**config.mk**
```make
export PLATFORM = sky130hd
export DESIGN_NAME = status_lamp_ctrl
export DESIGN_NICKNAME = d
export VERILOG_FILES = /design/src/rtl/lamp_pkg.sv /design/src/rtl/lamp_seq.sv /design/src/rtl/id_capture.sv /design/src/rtl/act_latch.sv /design/src/rtl/status_lamp_ctrl.sv
export SDC_FILE = /design/constraint.sdc
export NUM_CORES = 1
export LEC_CHECK = 0
export CAP_MARGIN = 20
export CORE_ASPECT_RATIO = 0.6
export CORE_MARGIN = 2
export CORE_UTILIZATION = 46
export CTS_CLUSTER_DIAMETER = 150
export DETAILED_ROUTE_END_ITERATION = 16
export GPL_ROUTABILITY_DRIVEN = 0
export HOLD_SLACK_MARGIN = 0.03
export PLACE_DENSITY = 0.74
export SYNTH_ARGS = -nofsm -noshare
export SYNTH_HDL_FRONTEND = slang
export SYNTH_SLANG_ARGS = --single-unit
export TNS_END_PERCENT = 10
```
**constraint.sdc**
```tcl
create_clock -name clk -period 1.88 [get_ports clk]
set_input_delay 0.47 -clock clk [delete_from_list [all_inputs] [get_ports clk]]
set_output_delay 0.47 -clock clk [all_outputs]
set_load 0.01 [all_outputs]
```
**src/rtl/lamp_pkg.sv**
```systemverilog
package lamp_pkg;
  typedef enum logic [1:0] {
    PH_IDLE  = 2'd0,
    PH_SHIFT = 2'd1,
    PH_RUN   = 2'd2,
    PH_ACT   = 2'd3
  } lamp_phase_e;
endpackage

```
**src/rtl/lamp_seq.sv**
```systemverilog
module lamp_seq
  import lamp_pkg::*;
#(
  parameter int ID_W  = 16,
  localparam int CNT_W = $clog2(ID_W + 1)
) (
  input  logic             clk,
  input  logic             rst,
  input  logic             run_clr,
  output lamp_phase_e      phase_q,
  output lamp_phase_e      phase_d,
  output logic             sclk_d,
  output logic             cap_en,
  output logic [CNT_W-1:0] bit_idx
);
  logic             sclk_q;
  logic [CNT_W-1:0] cnt_q, cnt_d;

  // Shift clock: pin low one cycle, high one cycle; data taken on the rise.
  always_comb begin
    phase_d = phase_q;
    sclk_d  = sclk_q;
    cnt_d   = cnt_q;
    cap_en  = 1'b0;
    case (phase_q)
      PH_IDLE: begin
        phase_d = PH_SHIFT;
        sclk_d  = 1'b0;
        cnt_d   = '0;
      end
      PH_SHIFT: begin
        if (!sclk_q) begin
          sclk_d = 1'b1;
          cap_en = 1'b1;
          cnt_d  = cnt_q + CNT_W'(1);
        end else if (cnt_q == CNT_W'(ID_W)) begin
          phase_d = PH_RUN;
        end else begin
          sclk_d = 1'b0;
        end
      end
      PH_RUN: begin
        if (run_clr) phase_d = PH_ACT;
      end
      default: ;
    endcase
  end

  always_ff @(posedge clk) begin
    if (rst) begin
      phase_q <= PH_IDLE;
      sclk_q  <= 1'b1;
      cnt_q   <= '0;
    end else begin
      phase_q <= phase_d;
      sclk_q  <= sclk_d;
      cnt_q   <= cnt_d;
    end
  end

  assign bit_idx = cnt_q;
endmodule

```
**src/rtl/id_capture.sv**
```systemverilog
module id_capture #(
  parameter int          ID_W       = 16,
  parameter int          MODE_IDX   = 3,
  parameter logic [ID_W-1:0] DEFAULT_ID = 16'h1234,
  localparam int         CNT_W      = $clog2(ID_W + 1)
) (
  input  logic             clk,
  input  logic             rst,
  input  logic             cap_en,
  input  logic [CNT_W-1:0] bit_idx,
  input  logic             sdata,
  input  logic             mode_in,
  output logic [ID_W-1:0]  id_q,
  output logic             valid_q,
  output logic             mode_q
);
  logic [ID_W-2:0] shreg;
  logic [ID_W-1:0] shift_d;

  assign shift_d = {shreg, sdata};

  always_ff @(posedge clk) begin
    if (rst) begin
      shreg   <= '0;
      id_q    <= DEFAULT_ID;
      valid_q <= 1'b0;
      mode_q  <= 1'b0;
    end else if (cap_en) begin
      shreg <= shift_d[ID_W-2:0];
      if (bit_idx == CNT_W'(MODE_IDX)) mode_q <= mode_in;
      if (bit_idx == CNT_W'(ID_W - 1)) begin
        id_q    <= shift_d;
        valid_q <= 1'b1;
      end
    end
  end
endmodule

```
**src/rtl/act_latch.sv**
```systemverilog
module act_latch #(
  parameter int N_SRC = 3
) (
  input  logic             clk,
  input  logic             rst,
  input  logic [N_SRC-1:0] src,
  input  logic             clr,
  output logic             act_d
);
  logic act_q;
  logic set_any;

  assign set_any = |src;
  // Set wins over a simultaneous bus-free clear.
  assign act_d   = set_any ? 1'b1 : (clr ? 1'b0 : act_q);

  always_ff @(posedge clk) begin
    if (rst) act_q <= 1'b0;
    else     act_q <= act_d;
  end
endmodule

```
**src/rtl/status_lamp_ctrl.sv**
```systemverilog
module status_lamp_ctrl
  import lamp_pkg::*;
#(
  parameter int              ID_W       = 16,
  parameter int              MODE_IDX   = 3,
  parameter int              N_SRC      = 3,
  parameter logic [ID_W-1:0] DEFAULT_ID = 16'h1234,
  localparam int             CNT_W      = $clog2(ID_W + 1)
) (
  input  logic             clk,
  input  logic             rst,
  input  logic [N_SRC-1:0] sel_flags,
  input  logic             bus_free,
  input  logic             id_sdata,
  input  logic             mode_sel,
  input  logic             sw_run_clr,
  input  logic             sw_gp_en,
  input  logic             sw_gp_val,
  output logic             lamp_n,
  output logic             lamp_oe,
  output logic [ID_W-1:0]  id_value,
  output logic             id_valid,
  output logic             mport_mode,
  output logic             retry
);
  lamp_phase_e      phase_q, phase_d;
  logic             sclk_d;
  logic             cap_en;
  logic [CNT_W-1:0] bit_idx;
  logic             act_d;
  logic             pin_d;

  lamp_seq #(.ID_W(ID_W)) u_seq (
    .clk     (clk),
    .rst     (rst),
    .run_clr (sw_run_clr),
    .phase_q (phase_q),
    .phase_d (phase_d),
    .sclk_d  (sclk_d),
    .cap_en  (cap_en),
    .bit_idx (bit_idx)
  );

  id_capture #(
    .ID_W       (ID_W),
    .MODE_IDX   (MODE_IDX),
    .DEFAULT_ID (DEFAULT_ID)
  ) u_cap (
    .clk     (clk),
    .rst     (rst),
    .cap_en  (cap_en),
    .bit_idx (bit_idx),
    .sdata   (id_sdata),
    .mode_in (mode_sel),
    .id_q    (id_value),
    .valid_q (id_valid),
    .mode_q  (mport_mode)
  );

  act_latch #(.N_SRC(N_SRC)) u_act (
    .clk   (clk),
    .rst   (rst),
    .src   (sel_flags),
    .clr   (bus_free),
    .act_d (act_d)
  );

  always_comb begin
    case (phase_d)
      PH_IDLE:  pin_d = 1'b1;
      PH_SHIFT: pin_d = sclk_d;
      PH_RUN:   pin_d = sw_gp_en ? ~sw_gp_val : 1'b0;
      default:  pin_d = sw_gp_en ? ~sw_gp_val : ~act_d;
    endcase
  end

  always_ff @(posedge clk) begin
    if (rst) begin
      lamp_n  <= 1'b1;
      lamp_oe <= 1'b0;
    end else begin
      lamp_n  <= pin_d;
      lamp_oe <= (phase_d != PH_IDLE);
    end
  end

  assign retry = (phase_q == PH_SHIFT);
endmodule

```
After elaboration in Yosys (flattened, before gate mapping)
Cells that the tools add are included.
{"block": "word_totals", "register_bits": 44, "in_bits": 11, "output_inout_bits": 21}
{"block": "classes", "n_reduce_logical": 8, "eq_ne": 8, "add_sub_neg": 1, "bitwise_logic": 2, "mux": 16}
{"operator": "$pmux W5 S2", "count": 1}
{"operator": "$mux W1", "count": 8}
{"operator": "$mux W2", "count": 3}
{"operator": "$pmux W2 S3", "count": 1}
{"operator": "$reduce_and A2 Y1", "count": 3}
{"operator": "$add A5 B1 Y5 const B", "count": 1}
{"operator": "$eq A5 B2 Y1 const B", "count": 1}
{"operator": "$eq A5 B4 Y1 const B", "count": 1}
{"operator": "$eq A5 B5 Y1 const B", "count": 1}
{"operator": "$mux W5", "count": 1}
{"operator": "$eq A2 B1 Y1 const B", "count": 2}
{"operator": "$eq A2 B2 Y1 const B", "count": 2}
{"operator": "$logic_not A2 Y1", "count": 2}
{"operator": "$reduce_bool A2 Y1", "count": 2}
{"operator": "$pmux W1 S3", "count": 1}
{"operator": "$reduce_or A3 Y1", "count": 1}
{"operator": "$ne A2 B2 Y1 const B", "count": 1}
{"operator": "$not A1 Y1", "count": 2}
{"operator": "$pmux W1 S2", "count": 1}

Logic depth before layout (Yosys ltp)
Gate-level depths: netlist of run 1.
{"block": "logic_depth", "depth_word": 6, "depth_mapped": 8}

Modules after synthesis
Synthesis of run 1 repeated with hierarchy kept, for this count alone.
{"block": "hier_totals", "cells_unflattened": 192, "area_unflattened_um2": 1859.3}
{"module": "id_capture", "instances": 1, "cells_per_inst": 128, "area_each_um2": 1275.0}
{"module": "lamp_seq", "instances": 1, "cells_per_inst": 49, "area_each_um2": 444.2}
{"module": "status_lamp_ctrl", "instances": 1, "cells_per_inst": 10, "area_each_um2": 91.3}
{"module": "act_latch", "instances": 1, "cells_per_inst": 5, "area_each_um2": 48.8}

Worst setup path before layout of run 1
No wires, ideal clock.
{"block": "synth_path", "kind": "flip-flop to flip-flop", "startpoint": "reg u_seq.cnt_q[0] (netlist: u_seq.bit_idx[0])", "endpoint": "reg u_cap.id_q[2]", "arrival_time_ns": 1.381, "setup_slack_ns": 0.374, "path_stages_with_launch": 9, "synth_period_minus_slack_ns": 1.506, "path_cell_list": "dfxtp_1 -> ha_1 -> and3_1 -> ha_1 -> and2_1 -> buf_6 -> buf_6 -> nand2_1 -> nand3_1"}
{"block": "synth_between", "elab_chain_cells": 2}
{"item": "from (decl)", "line": "lamp_seq.sv:17", "source": "logic [CNT_W-1:0] cnt_q, cnt_d;"}
{"item": "from (signal assigned)", "line": "lamp_seq.sv:57", "source": "cnt_q <= cnt_d;"}
{"item": "$eq A5 B4 Y1", "line": "id_capture.sv:31", "source": "if (bit_idx == CNT_W'(ID_W - 1)) begin"}
{"item": "$reduce_and A2 Y1 (no line)"}
{"item": "to (signal assigned)", "line": "id_capture.sv:32", "source": "id_q <= shift_d;"}
{"item": "to (decl)", "line": "id_capture.sv:13", "source": "output logic [ID_W-1:0] id_q,"}
No other way between the ends.
A chain may end at the register's enable or synchronous reset.

Worst setup path in the final report of run 1
{"block": "layout_path", "startpoint": "reg u_cap.mode_q", "endpoint": "out mport_mode"}
{"item": "from (decl)", "line": "id_capture.sv:15", "source": "output logic mode_q"}
{"item": "from (signal assigned)", "line": "id_capture.sv:30", "source": "if (bit_idx == CNT_W'(MODE_IDX)) mode_q <= mode_in;"}
{"item": "to (decl)", "line": "status_lamp_ctrl.sv:23", "source": "output logic mport_mode,"}
No word-level cell between the ends.

==> flow_summary.yaml, run 1 <==
clock_network:
  cts_made_buffers: 5
  root_buffer: "clkbuf_8"
  clock-sinks: 44
  cts_tree: "yes"
  clkSlewWorstSetupHoldPaths_ps: 80
  htreeDepth: 2
  worstSkewPairLatency_ps: 290
  postCtsHoldBufs: 0
  ctsLongestPathBuffers: 2
timing:
  fin_tns_setup_ps: 0
  setup_viol: 0
  finalMaxSlewViolations: 0
  finalCriticalPeriod_ps: 1644
  slew_headroom_pct: 65.82
  layout_setup_ws_ps: 236.2
  worstMarginPinSlew_ps: 512.6
  finClkSkew_ps: 5.421
  max_clock_freq_ghz: 0.6084
  fin_crit_sh_pct: 87.43
  hold_viol_final: 0
  rsz0062_at_grt: "false"
power_and_ir_drop:
  power.total_mw: 1.641
  power.internal_mw: 1.279
  clkPwrFrac_pct: 36.6
  p_sw_mw: 0.3612
  pwr-share-comb_pct: 5.5
  p_sw_share_pct: 22.02
  cellPowerDensity_nw_per_um2: 770.0
  p_seq_share_pct: 57.8
  ir_drop_mv: 0.4147
  power.leakage_nw: 0.8122
global_route:
  grt_use_total_pct: 17.90
  grt_max_degree: 22
  antenna_found_initial: 0
  overflow: 0
  grt_pass1_vias: 1243
  grt_pass1_wl_mm: 5.637
drt:
  ant_nets: 0
  drc: 0
  wl_per_cell_um: 11.82
  drt-initial-drc-count: 46
  num_vias: 1373
  totalWireLength_mm: 3.368
  vias_per_cell: 4.818
  firstDrtPassIters: 4
finish:
  num-fill-cells: 287
  antennaDiodeCount: 0
  area_growth_pct: 27.09
  fin_nets: 253
  fin_area_sq_um: 2131
  drive_above_1_share_pct: 7.917
floorplan:
  die-area_sq_um: 4160
  io_pins: 32
  die_h_um: 50.77
  dieWidth_um: 81.94
  core-area_sq_um: 3363
  row_count: 16
  initial_utilization_pct: 49.85
worst_setup_path:
  crit_chain: "clkdlybuf4s50_1"
  r2r-start: "u_seq.bit_idx[0]$_SDFFE_PP0P_"
  crit_required_ps: 1410
  worstSetupStartpointType: "flip-flop"
  crit_slowest_cell: "clkdlybuf4s50_1"
  r2r_cells: 6
  path_delay_family: "buffers and inverters"
  ff2ff_setup_slack_ps: 350
  regToRegEndpoint: "u_cap.id_q[12]$_SDFFE_PP1P_"
  critPathArrivalTime_ps: 1170
  worstSetupPathType: "flip-flop to primary output"
  crit_buf_inv: 1
  max_stage_delay_ps: 540
  worstPathMaxFanout: 2
  worstSetupEndpointType: "primary output"
logic_synthesis:
  synth_area_leader_cell: "dfxtp_1"
  ys_seq_area_share_pct: 52.54
  synthesis.area_sq_um: 1677
  synth-warning-count: 0
  synth.top_cell.area_share_pct: 52.54
  syn_avg_cell_area_sq_um: 8.179
  synth_common_cells: "nand2_1, dfxtp_1, a21oi_1"
  ys_async_sr_fraction_pct: 0
  synthMostInstantiatedCell: "nand2_1"
  synth.distinct_cells: 30
  synth_seq_cells: 44
  synth_area_leaders: "dfxtp_1, nand2_1, a21oi_1"
  synth_enable_flop_cells: 0
  synth_ff_type: "dfxtp_1"
  syn-instance-count: 205
  syn-num-nets: 219
hold_path:
  whs_path_depth: 2
  hp-class: "flip-flop to flip-flop"
  holdPathEnd: "u_cap.id_q[0]$_SDFFE_PP0P_"
  hp-start: "u_cap.id_q[0]$_SDFFE_PP0P_"
placed_design:
  placed_area_sq_um: 2033
  place_hpwl_mm: 2.391
  dp_slack_ps: 60.10
  port_buffers: 31
job:
  drv_cap: 0
status:
  status: "finished, final reports clean"
## layer usage
layer  global-route usage [%]  up-vias  wire length, um
met5                        0        -                0
met4                    3.333        0                0
met3                    5.935        0              147
met2                    22.63       23             1292
met1                    28.76      614             1928
li1                         -      736                -
## worst min-delay path, cell delays in order (launching register included)
cell and delay, ps:
dfxtp_1 320, nand2_1 50, a21oi_1 50
## flip-flops by register name, summed over array words and instances (netlist names)
name           count
u_cap.mode_q       1
u_cap.shreg       15
lamp_n             1
u_cap.id_q        16
u_act.act_q        1
u_seq.sclk_q       1
u_seq.bit_idx      5
lamp_oe            1
u_seq.phase_q      2
u_cap.valid_q      1
## worst max path at each step
stage	from	endpoint	slack (ps)	depth (start not counted)
3_5_place_dp	sel_flags[1]	lamp_n$_SDFF_PP1_	60	4
4_1_cts	u_seq.phase_q[0]$_SDFF_PP0_	retry	10	2
3_3_place_gp	sel_flags[1]	lamp_n$_SDFF_PP1_	80	4
5_1_grt	u_cap.id_q[11]$_SDFFE_PP0P_	id_value[11]	180	1
2_1_floorplan	u_seq.bit_idx[0]$_SDFFE_PP0P_	u_cap.id_q[2]$_SDFFE_PP1P_	370	8
6_report	u_cap.mode_q$_SDFFE_PP0P_	mport_mode	240	1
## power groups by stage
stage	clock network, mW	logic [mW]	registers, mW
3_3_place_gp	0	0.0912	0.970
4_1_cts	0.615	0.0918	0.949
6_report	0.601	0.0906	0.949
2_1_floorplan	0	0.0462	0.970
5_1_grt	0.651	0.0998	0.950
3_5_place_dp	0	0.0915	0.970
## cell type report
class,count,area (sq um),share of cell area (%)
timing repair buffer,39,372.9,17.50
clock inverter,2,10.01,0.4698
tap,45,56.30,2.642
inverter,5,18.77,0.8808
multi-input combinational,144,708.2,33.24
sequential,44,882.1,41.40
clock buffer,6,82.58,3.876
## cells by family after synthesis
group                    count (synthesis)  share of synthesized area [%]
AO/OA/AOI/OAI                           38                          12.61
adder cells (fa/ha/maj)                  3                          2.239
buffers and inverters                   17                          5.298
flip-flops                              44                          52.54
multiplexers                             1                         0.5970
AND/OR/NAND/NOR                        102                          26.72
## cells in the final DEF, fill, tap and decap left out, types with 2 or more instances in the layout
cell type        instances
buf_4                    8
clkbuf_8                 6
clkinv_2                 2
ha_1                     3
a21oi_1                 30
nor2b_1                  3
a21o_1                   2
inv_1                    5
nor3b_1                  3
nor2_1                  13
clkdlybuf4s50_1         30
nand3_1                  7
dfxtp_1                 43
nand2_1                 67
## what timing repair did
item,CTS,global route
gates resized for setup,1,2
setup buffers,0,0
hold endpoints to repair,0,0
setup endpoints to repair,1,12
## metrics by stage
step / cells / utilization [%] / hold WS (ps)
global placement: 277 / 60.45 / 442.8
CTS: 285 / 63.24 / 461.2
finish: 285 / 63.36 / 457.3
detailed placement: 277 / 60.45 / 449.7
global route: 285 / 63.36 / 482.7
floorplan: 205 / - / 432.1
Note: power is estimated with default switching activity, not from simulation.
==> inputs of run 2 (changes only) <==
Settings changed: SLEW_MARGIN set to 20.
==> results of run 2 <==
The final DEF is identical to that of run 1; final timing and power are the same.
